===== src/rtl/tf_pkg.sv =====
package tf_pkg;
  parameter int TF_DW = 8;
  parameter int TF_AW = 3;
  parameter int TF_NPAR = 6;
  localparam int TF_LBAW = 4 * TF_DW - 4;

  // parameter register slots
  localparam int P_FEAT = 0;
  localparam int P_SCNT = 1;
  localparam int P_SNUM = 2;
  localparam int P_CYLL = 3;
  localparam int P_CYLH = 4;
  localparam int P_DRVH = 5;

  localparam int ST_BUSY = 7;
  localparam logic [TF_DW-1:0] ST_RESET = 8'h40;
  localparam logic [TF_DW-1:0] ST_SRST  = 8'h80;

  typedef enum logic [3:0] {
    RG_NONE, RG_ERRFEAT, RG_SCNT, RG_SNUM, RG_CYLL,
    RG_CYLH, RG_DRVH, RG_STATCMD, RG_ALTCTL
  } tf_reg_e;

  function automatic tf_reg_e tf_decode(input logic cs_cmd, input logic cs_ctl,
                                        input logic [TF_AW-1:0] a);
    tf_reg_e r;
    r = RG_NONE;
    if (cs_cmd && !cs_ctl) begin
      case (a)
        3'd1: r = RG_ERRFEAT;
        3'd2: r = RG_SCNT;
        3'd3: r = RG_SNUM;
        3'd4: r = RG_CYLL;
        3'd5: r = RG_CYLH;
        3'd6: r = RG_DRVH;
        3'd7: r = RG_STATCMD;
        default: r = RG_NONE;
      endcase
    end else if (cs_ctl && !cs_cmd && a == 3'd6) begin
      r = RG_ALTCTL;
    end
    return r;
  endfunction

  function automatic tf_reg_e tf_par_reg(input int idx);
    case (idx)
      P_FEAT: return RG_ERRFEAT;
      P_SCNT: return RG_SCNT;
      P_SNUM: return RG_SNUM;
      P_CYLL: return RG_CYLL;
      P_CYLH: return RG_CYLH;
      default: return RG_DRVH;
    endcase
  endfunction

  function automatic logic [TF_DW-1:0] tf_par_rst(input int idx);
    return (idx == P_SCNT || idx == P_SNUM) ? 8'h01 : 8'h00;
  endfunction

  function automatic logic tf_is_cmdblk(input tf_reg_e r);
    return (r != RG_NONE) && (r != RG_ALTCTL);
  endfunction

  function automatic logic [TF_LBAW-1:0] tf_lba(input logic [TF_DW-1:0] snum,
      input logic [TF_DW-1:0] cyll, input logic [TF_DW-1:0] cylh,
      input logic [3:0] hd);
    return {hd, cylh, cyll, snum};
  endfunction
endpackage


===== src/rtl/tf_addr_dec.sv =====
module tf_addr_dec
  import tf_pkg::*;
(
  input  logic                 cs_cmd,
  input  logic                 cs_ctl,
  input  logic [TF_AW-1:0]     addr,
  input  logic                 wr,
  input  logic                 rd,
  input  logic                 busy,
  input  logic                 srst,
  output tf_reg_e              rsel,
  output logic [TF_NPAR-1:0]   pwe,
  output logic                 cmd_we,
  output logic                 ctl_we,
  output logic                 stat_rd
);
  assign rsel = tf_decode(cs_cmd, cs_ctl, addr);

  // parameter writes are dropped while busy or in soft reset
  for (genvar i = 0; i < TF_NPAR; i++) begin : g_pwe
    assign pwe[i] = wr && !busy && !srst && (rsel == tf_par_reg(i));
  end

  assign cmd_we  = wr && !srst && (rsel == RG_STATCMD);
  assign ctl_we  = wr && (rsel == RG_ALTCTL);
  assign stat_rd = rd && (rsel == RG_STATCMD);
endmodule


===== src/rtl/tf_param_regs.sv =====
module tf_param_regs
  import tf_pkg::*;
(
  input  logic                           clk,
  input  logic                           rst_n,
  input  logic                           clr,
  input  logic [TF_NPAR-1:0]             we,
  input  logic [TF_DW-1:0]               wdata,
  output logic [TF_NPAR-1:0][TF_DW-1:0]  q
);
  for (genvar i = 0; i < TF_NPAR; i++) begin : g_reg
    always_ff @(posedge clk or negedge rst_n) begin
      if (!rst_n)      q[i] <= tf_par_rst(i);
      else if (clr)    q[i] <= tf_par_rst(i);
      else if (we[i])  q[i] <= wdata;
    end
  end
endmodule


===== src/rtl/tf_stat_ctl.sv =====
module tf_stat_ctl
  import tf_pkg::*;
#(
  parameter logic DEV_ID = 1'b0
) (
  input  logic              clk,
  input  logic              rst_n,
  input  logic              cmd_we,
  input  logic              ctl_we,
  input  logic              stat_rd,
  input  logic [TF_DW-1:0]  wdata,
  input  logic              drv_bit,
  input  logic              cmd_ack,
  input  logic              eng_stat_we,
  input  logic [TF_DW-1:0]  eng_stat,
  input  logic              eng_err_we,
  input  logic [TF_DW-1:0]  eng_err,
  input  logic              eng_irq,
  output logic [TF_DW-1:0]  stat,
  output logic [TF_DW-1:0]  err,
  output logic              pend,
  output logic              srst,
  output logic              nien,
  output logic              sel,
  output logic              irq,
  output logic [TF_DW-1:0]  cmd_code,
  output logic              cmd_req
);
  always_ff @(posedge clk or negedge rst_n) begin
    if (!rst_n) begin
      srst <= 1'b0;
      nien <= 1'b0;
    end else if (ctl_we) begin
      srst <= wdata[2];
      nien <= wdata[1];
    end
  end

  always_ff @(posedge clk or negedge rst_n) begin
    if (!rst_n) begin
      stat     <= ST_RESET;
      err      <= '0;
      pend     <= 1'b0;
      cmd_code <= '0;
      cmd_req  <= 1'b0;
    end else if (srst) begin
      stat    <= ST_SRST;
      pend    <= 1'b0;
      cmd_req <= 1'b0;
    end else begin
      if (cmd_we) begin
        stat     <= stat | (TF_DW'(1) << ST_BUSY);
        cmd_code <= wdata;
        cmd_req  <= 1'b1;
      end else begin
        if (eng_stat_we) stat <= eng_stat;
        if (cmd_ack)     cmd_req <= 1'b0;
      end
      if (eng_err_we) err <= eng_err;
      if (eng_irq)                 pend <= 1'b1;
      else if (stat_rd || cmd_we)  pend <= 1'b0;
    end
  end

  assign sel = (drv_bit == DEV_ID);
  assign irq = pend && sel && !nien;
endmodule


===== src/rtl/tf_regblock.sv =====
module tf_regblock
  import tf_pkg::*;
#(
  parameter logic DEV_ID = 1'b0
) (
  input  logic                clk,
  input  logic                rst_n,
  input  logic                cs_cmd_i,
  input  logic                cs_ctl_i,
  input  logic [TF_AW-1:0]    addr_i,
  input  logic                wr_i,
  input  logic                rd_i,
  input  logic [TF_DW-1:0]    wdata_i,
  output logic [TF_DW-1:0]    rdata_o,
  output logic                irq_o,
  output logic                cmd_req_o,
  output logic [TF_DW-1:0]    cmd_code_o,
  input  logic                cmd_ack_i,
  input  logic                eng_stat_we_i,
  input  logic [TF_DW-1:0]    eng_stat_i,
  input  logic                eng_err_we_i,
  input  logic [TF_DW-1:0]    eng_err_i,
  input  logic                eng_irq_i,
  output logic [TF_DW-1:0]    feat_o,
  output logic [TF_DW-1:0]    scnt_o,
  output logic [TF_DW-1:0]    snum_o,
  output logic [2*TF_DW-1:0]  cyl_o,
  output logic [3:0]          head_o,
  output logic                lba_mode_o,
  output logic [TF_LBAW-1:0]  lba_o,
  output logic                soft_rst_o
);
  tf_reg_e                          rsel;
  logic [TF_NPAR-1:0]               pwe;
  logic                             cmd_we, ctl_we, stat_rd;
  logic [TF_NPAR-1:0][TF_DW-1:0]    par_q;
  logic [TF_DW-1:0]                 stat, err;
  logic                             pend, srst, nien, sel, busy;
  logic [TF_DW-1:0]                 reg_val;

  assign busy = stat[ST_BUSY];

  tf_addr_dec u_dec (
    .cs_cmd(cs_cmd_i), .cs_ctl(cs_ctl_i), .addr(addr_i), .wr(wr_i), .rd(rd_i),
    .busy(busy), .srst(srst), .rsel(rsel), .pwe(pwe), .cmd_we(cmd_we),
    .ctl_we(ctl_we), .stat_rd(stat_rd)
  );

  tf_param_regs u_par (
    .clk(clk), .rst_n(rst_n), .clr(srst), .we(pwe), .wdata(wdata_i), .q(par_q)
  );

  tf_stat_ctl #(.DEV_ID(DEV_ID)) u_sc (
    .clk(clk), .rst_n(rst_n), .cmd_we(cmd_we), .ctl_we(ctl_we),
    .stat_rd(stat_rd), .wdata(wdata_i), .drv_bit(par_q[P_DRVH][4]),
    .cmd_ack(cmd_ack_i), .eng_stat_we(eng_stat_we_i), .eng_stat(eng_stat_i),
    .eng_err_we(eng_err_we_i), .eng_err(eng_err_i), .eng_irq(eng_irq_i),
    .stat(stat), .err(err), .pend(pend), .srst(srst), .nien(nien), .sel(sel),
    .irq(irq_o), .cmd_code(cmd_code_o), .cmd_req(cmd_req_o)
  );

  always_comb begin
    case (rsel)
      RG_ERRFEAT: reg_val = err;
      RG_SCNT:    reg_val = par_q[P_SCNT];
      RG_SNUM:    reg_val = par_q[P_SNUM];
      RG_CYLL:    reg_val = par_q[P_CYLL];
      RG_CYLH:    reg_val = par_q[P_CYLH];
      RG_DRVH:    reg_val = par_q[P_DRVH];
      RG_STATCMD: reg_val = stat;
      RG_ALTCTL:  reg_val = stat;
      default:    reg_val = '1;
    endcase
  end

  assign rdata_o    = (busy && tf_is_cmdblk(rsel)) ? stat : reg_val;
  assign feat_o     = par_q[P_FEAT];
  assign scnt_o     = par_q[P_SCNT];
  assign snum_o     = par_q[P_SNUM];
  assign cyl_o      = {par_q[P_CYLH], par_q[P_CYLL]};
  assign head_o     = par_q[P_DRVH][3:0];
  assign lba_mode_o = par_q[P_DRVH][6];
  assign lba_o      = tf_lba(par_q[P_SNUM], par_q[P_CYLL], par_q[P_CYLH],
                             par_q[P_DRVH][3:0]);
  assign soft_rst_o = srst;
endmodule


===== config.mk =====
export PLATFORM = sky130hd
export DESIGN_NAME = tf_regblock
export DESIGN_NICKNAME = d
export VERILOG_FILES = /design/src/rtl/tf_pkg.sv /design/src/rtl/tf_addr_dec.sv /design/src/rtl/tf_param_regs.sv /design/src/rtl/tf_stat_ctl.sv /design/src/rtl/tf_regblock.sv
export SDC_FILE = /design/constraint.sdc
export NUM_CORES = 1
export LEC_CHECK = 0
export ABC_AREA = 1
export BUFFER_PORTS_ARGS = -buffer_cell sky130_fd_sc_hd__buf_2
export CAP_MARGIN = 10
export CORE_AREA = 2 2 100 102
export CTS_CLUSTER_DIAMETER = 40
export DETAILED_ROUTE_END_ITERATION = 12
export DIE_AREA = 0 0 102 104
export PLACE_DENSITY_LB_ADDON = 0.15
export SLEW_MARGIN = 40
export SYNTH_ARGS = -nofsm -noshare
export SYNTH_HDL_FRONTEND = slang
export SYNTH_HIERARCHICAL = 1
export SYNTH_SLANG_ARGS = --single-unit

===== constraint.sdc =====
create_clock -name clk -period 3.7 [get_ports clk]
set_clock_uncertainty 0.1 [all_clocks]
set_input_delay 0.37 -clock clk [delete_from_list [all_inputs] [get_ports clk]]
set_output_delay 0.37 -clock clk [all_outputs]
set_load 0.01 [all_outputs]

# Word-level counts from Yosys, hierarchy flattened
# Index checks and enable logic that the tools add are counted.
[classes]
bitwise = 2
eq_ne = 17
n_reduce_logical = 40
muxes = 26
[op_table]
columns = ["op", "n"]
rows = [
  ["two-way mux 8 bit", 16],
  ["one-hot mux 8 bit (7 select lines)", 1],
  ["one-hot mux 3 bit (7 select lines)", 1],
  ["logical AND 1 bit", 19],
  ["equality test 4 x 3 -> 1 bit, second input constant", 4],
  ["nonzero test 2 bit", 7],
  ["equality test 3 bit, second input constant", 4],
  ["nonzero test 3 bit", 3],
  ["equality test 4 x 2 -> 1 bit, second input constant", 2],
  ["two-way mux 4 bit", 2],
  ["equality test 3 x 2 -> 1 bit, second input constant", 2],
  ["two-way mux 1 bit", 6],
  ["AND reduction 2 bit", 3],
  ["logical NOT 1 bit", 5],
  ["equality test 4 x 1 -> 1 bit, second input constant", 1],
  ["equality test 4 bit, second input constant", 1],
  ["!= test 4 bit, second input constant", 1],
  ["nonzero test 4 bit", 1],
  ["equality test 3 x 1 -> 1 bit, second input constant", 1],
  ["!= test 2 bit, second input constant", 1],
  ["NOT 1 bit", 2],
  ["OR reduction 2 bit", 1],
  ["logical OR 1 bit", 1],
]
[word_totals]
register_bits = 76
input_bits = 37
wordCells = 99
out_inout_bits = 92

# Logic depth before layout (Yosys ltp)
[depth]
ltp_word = 11
depth_mapped = 12
mapped_depth_nobuf = 12

# Modules after synthesis
# Netlist, hierarchy kept.
[by_module_without_submodules]
columns = ["module", "n_inst", "area_each_um2", "seq_area_each_um2", "cells_per_inst"]
rows = [
  ["tf_param_regs", 1, 1964.4, 1203.7, 210],
  ["tf_stat_ctl", 1, 1157.4, 701.9, 126],
  ["tf_regblock", 1, 877.1, 0.0, 171],
  ["tf_addr_dec", 1, 180.2, 0.0, 35],
]

# Worst setup path after synthesis
# No wires, ideal clock.
[synth_timing]
path_kind = "input -> output"
start = "in cs_cmd_i"
end = "out rdata_o[4]"
required_ns = 3.230
path_slack_ns = 1.767
t_arrival_ns = 1.463
stages = 11
path_cell_list = "inv_1 nand3_1 nor2_1 nor2_2 buf_2 nand3_1 nand2_1 nor2_1 nand2_1 nand2_1 nand2_1"
[synth_via]
elab_chain_cells = 9
word_cells_on_any_way = 21
[synth_rtl]
columns = ["element", "line", "source"]
rows = [
  ["from (decl)", "tf_regblock.sv:8", "input logic cs_cmd_i,"],
  ["logical NOT 1 bit", "tf_pkg.sv:39", "end else if (cs_ctl && !cs_cmd && a == 3'd6) begin"],
  ["logical AND 1 bit (2 in a row)", "tf_pkg.sv:39", ""],
  ["two-way mux 4 bit", "tf_pkg.sv:39", ""],
  ["two-way mux 4 bit *", "tf_pkg.sv:28", "if (cs_cmd && !cs_ctl) begin"],
  ["named net rsel[3]", "tf_regblock.sv:33", "tf_reg_e rsel;"],
  ["equality test 4 bit (tied with other cells)", "tf_regblock.sv:63", "case (rsel)"],
  ["OR reduction 2 bit (no source line) or logical AND 1 bit (tied branches)", "n/a", ""],
  ["one-hot mux 8 bit (7 select lines) or logical AND 1 bit (tied branches)", "tf_regblock.sv:63, tf_regblock.sv:76", ""],
  ["two-way mux 8 bit *", "tf_regblock.sv:76", "assign rdata_o = (busy && tf_is_cmdblk(rsel)) ? stat : reg_val;"],
  ["to (decl)", "tf_regblock.sv:14", "output logic [TF_DW-1:0] rdata_o,"],
]
# The timed path passes the listed nets; every way through them passes the cells marked *.

# Worst setup path after layout
[layout_timing]
start = "in addr_i[0]"
end = "out rdata_o[0]"
[layout_via]
elab_chain_cells = 8
word_cells_on_any_way = 26
[layout_rtl]
columns = ["element", "line", "source"]
rows = [
  ["from (decl)", "tf_regblock.sv:10", "input logic [TF_AW-1:0] addr_i,"],
  ["equality test 3 bit *", "tf_pkg.sv:39", ""],
  ["logical AND 1 bit *", "tf_pkg.sv:39", ""],
  ["two-way mux 4 bit *", "tf_pkg.sv:39", ""],
  ["two-way mux 4 bit *", "tf_pkg.sv:28", ""],
  ["named net rsel[3]", "tf_regblock.sv:33", ""],
  ["equality test 4 bit (tied with other cells)", "tf_regblock.sv:63", ""],
  ["OR reduction 2 bit (no source line) or logical AND 1 bit (tied branches)", "n/a", ""],
  ["one-hot mux 8 bit (7 select lines) or logical AND 1 bit (tied branches)", "tf_regblock.sv:63, tf_regblock.sv:76", ""],
  ["two-way mux 8 bit *", "tf_regblock.sv:76", ""],
]
# Marks and branches as above.

==> key figures <==
Route
  • DR vias/cell: just over 5
  • M1 wire length: 5.30 mm
  • Number of remaining DRC errors: 0
  • Met2 Routed Length: around 5.6 mm
  • Post-DRT Antenna Nets: 0
  • Pre-antenna DRT Iters: 5
  • DR top layer: met4
  • Routed wire per std cell: approximately 16 um
  • Wirelength, routed: about 12 mm
  • DR WL met3: 833 um
  • DR iter-0 viols: between 200 and 300
  • Detailed-route via count: about 4,000

Run status
  • Run status: completed

Layout
  • Finished Layout Cells: approximately 770
  • FF/Latch Area: 1910 um2
  • Fin nets: ~670
  • Combined area of the multi-input logic cells: 1810 um2
  • Final-layout fill cell count: about 1,000
  • Share of cells above drive strength 1: 0.281
  • Layout area overhead: 15.0%
  • Layout Utilization: 0.503
  • Diodes inserted: 0

Worst setup path
  • Type of the worst setup path: input port to output port
  • Reg2Reg Setup Slack: 1890 ps
  • CP Max Fanout: 25
  • Critical path launch point type: input port
  • Worst EP required: between 3000 and 4000 ps
  • Critical Path Sink Type: output port
  • Worst path arrival time: roughly 2000 ps

Global routing
  • GRT Overall Usage: 0.232
  • First-pass GRT wire length: between 15 and 20 mm
  • Vias in the first global route: between 3,000 and 4,000
  • Initial antenna violation count: 0
  • GRT Residual Overflow: 0
  • Pin count of the biggest net entering global routing: 47

Worst hold path
  • Worst Hold Class: input port to flop

CTS
  • H-tree levels: 3
  • CTS tree: done
  • Skew-Pair Late Insertion Delay: roughly 350 ps
  • CTS Buffer Depth: 2
  • CTS root buf: clkbuf_8
  • Clock slew at reported path FFs: about 70 ps
  • Postcts setup bufs: 0
  • CTS Sinks: 76
  • Total CTS buffers: 9

Logic synthesis
  • Top cells by area, synth: dfrtp_1 (44%), nand2_1 (18%), nand3_1 (15%)
  • Mapped Nets: ~580
  • Sequential fraction of the synthesis area: 0.456
  • Post-synth top area share: 0.437
  • Top-count cell post-synth: nand2_1
  • Async set or reset register ratio after synthesis: 1.00
  • Mapped Avg Cell Area: just under 8 um2
  • Netlist Area Pre-Place: 4180 um2
  • EDFF count, synth: 0
  • YS warnings: 6
  • Library cells used by synthesis: 23
  • Primary FF master, synth: dfrtp_1
  • Post-synthesis cell count: about 540
  • Most frequent cells after synthesis: nand2_1 (202), nand3_1 (128), dfrtp_1 (73)
  • Post-synth top area cell: dfrtp_1
  • Synth Register Bits: 76

Pwr
  • Pwr Density: roughly 400 nW/um2
  • Pleak: approximately 0.0029 uW
  • Max rail drop VDD: about 0.19 mV

Timing
  • RSZ-0062 raised after global routing: false
  • Hold Fails Final Rpt: 0
  • Final Max Tran Viols: 0
  • Sum Neg Setup Slack: 0 ps
  • Setup-failing EPs final: 0
  • Slew Limit Headroom: 0.498
  • Worst-Margin Slew: around 750 ps
  • Hold WS: about 130 ps
  • Final Critical Period: 2470 ps
  • Crit share post-route: 0.667
  • Max Freq: slightly above 400 MHz

Place
  • I/O Buffers: 128
  • Final GP Congestion: 0.923
  • Post-DP HPWL: around 8.8 mm
  • Cell count after placement: 757

Die
  • Row cnt: 36
  • Core area: roughly 9500 um2
  • Die area: 10,600 um2
  • Die height: between 100 and 150 um
  • Die width: 102 um
  • Initial Util: 0.438
  • Number of I/O pins: roughly 130

Job
  • Max Cap Viol: 0
-- worst paths after layout --
path	start	endpoint	cells after the start
max in group asynchronous	rst_n	u_sc/stat[6]$_DFFE_PN1P_	3
min in group asynchronous	rst_n	u_par/q[32]$_DFFE_PN0P_	2
worst min-delay path	eng_irq_i	u_sc/pend$_DFFE_PN0P_	3
worst max-delay path	addr_i[0]	rdata_o[0]	12
worst min register to register	u_sc/cmd_req$_DFFE_PN0P_	u_sc/cmd_req$_DFFE_PN0P_	2
worst max register to register	u_sc/srst$_DFFE_PN0P_	u_par/q[10]$_DFFE_PN0P_	8
-- worst max-delay path, cell delays in order --
cell and delay (ps):
buf_2 130, inv_2 100, nand2_1 80, nor2_1 380
nor2_4 220, nand3_1 130, nand2_1 70, nor2_1 170
nand2_1 80, nand2_1 70, nand2_1 50, buf_2 130
-- registers in the layout (all words and copies together) (netlist names) --
| signal | flops |
|---|---|
| u_sc/nien | 1 |
| u_sc/cmd_code | 8 |
| u_sc/stat | 8 |
| u_sc/cmd_req | 1 |
| u_sc/srst | 1 |
| u_sc/pend | 1 |
| u_par/q | 48 |
| u_sc/err | 8 |
-- layout by cell type, fill, tap and decap left out --
cell,Yosys,final
a21oi_1,5,5
buf_2,10,127
buf_4,28,5
clkbuf_1,0,4
clkbuf_8,0,9
clkinv_2,0,3
dfrtp_1,73,73
dfstp_2,3,3
dlygate4sd3_1,0,1
inv_1,12,12
inv_2,9,9
inv_6,1,1
nand2_1,202,202
nand2_2,4,4
nand2_4,2,2
nand3_1,128,128
nand4_1,4,4
nor2_1,25,25
nor2_2,3,2
nor2_4,13,14
nor3_1,3,3
nor3b_1,1,1
o211ai_2,1,1
o21ai_0,2,2
o21ai_1,1,1
-- per-stage QoR --
stage	setup WS (ps)	power, uW	area [um2]
floorplan	1770	1240	4180
global placement	1170	1360	4640
finish	1230	1890	4810
global route	1050	1980	4810
detailed placement	1120	1360	4640
CTS	1110	1900	4800
-- routing by layer --
layer	vias to the layer above	track usage
met5	-	0
met4	0	0.100
met3	34	0.0444
met2	172	0.345
met1	1832	0.327
li1	1915	-
-- final cells by class --
type                       instances  area share
clock buffer                      13      0.0289
clock inverter                     3     0.00312
inverter                          22      0.0182
multi-input combinational        394       0.377
sequential                        76       0.396
tap                              133      0.0346
timing repair buffer             133       0.142
-- what timing repair did --
action                                 in CTS  in global routing
resized for setup                           0                  0
hold buffers                                1                  0
setup endpoints to repair                   0                  0
endpoints found under the hold margin      44                  0
-- cell families after synthesis --
group / count (synthesis) / share of synthesized area
flops: 76 / 0.456
simple gates: 385 / 0.419
compound gates: 9 / 0.0126
buf+inv: 72 / 0.112
-- power breakdown --
group / switching (uW) / internal, uW / leakage, uW
Combinational: 286 / 117 / 0.00176
Clock: 295 / 241 / 0.0000812
Sequential: 49.9 / 897 / 0.00102
(Power assumes the default switching activity.)
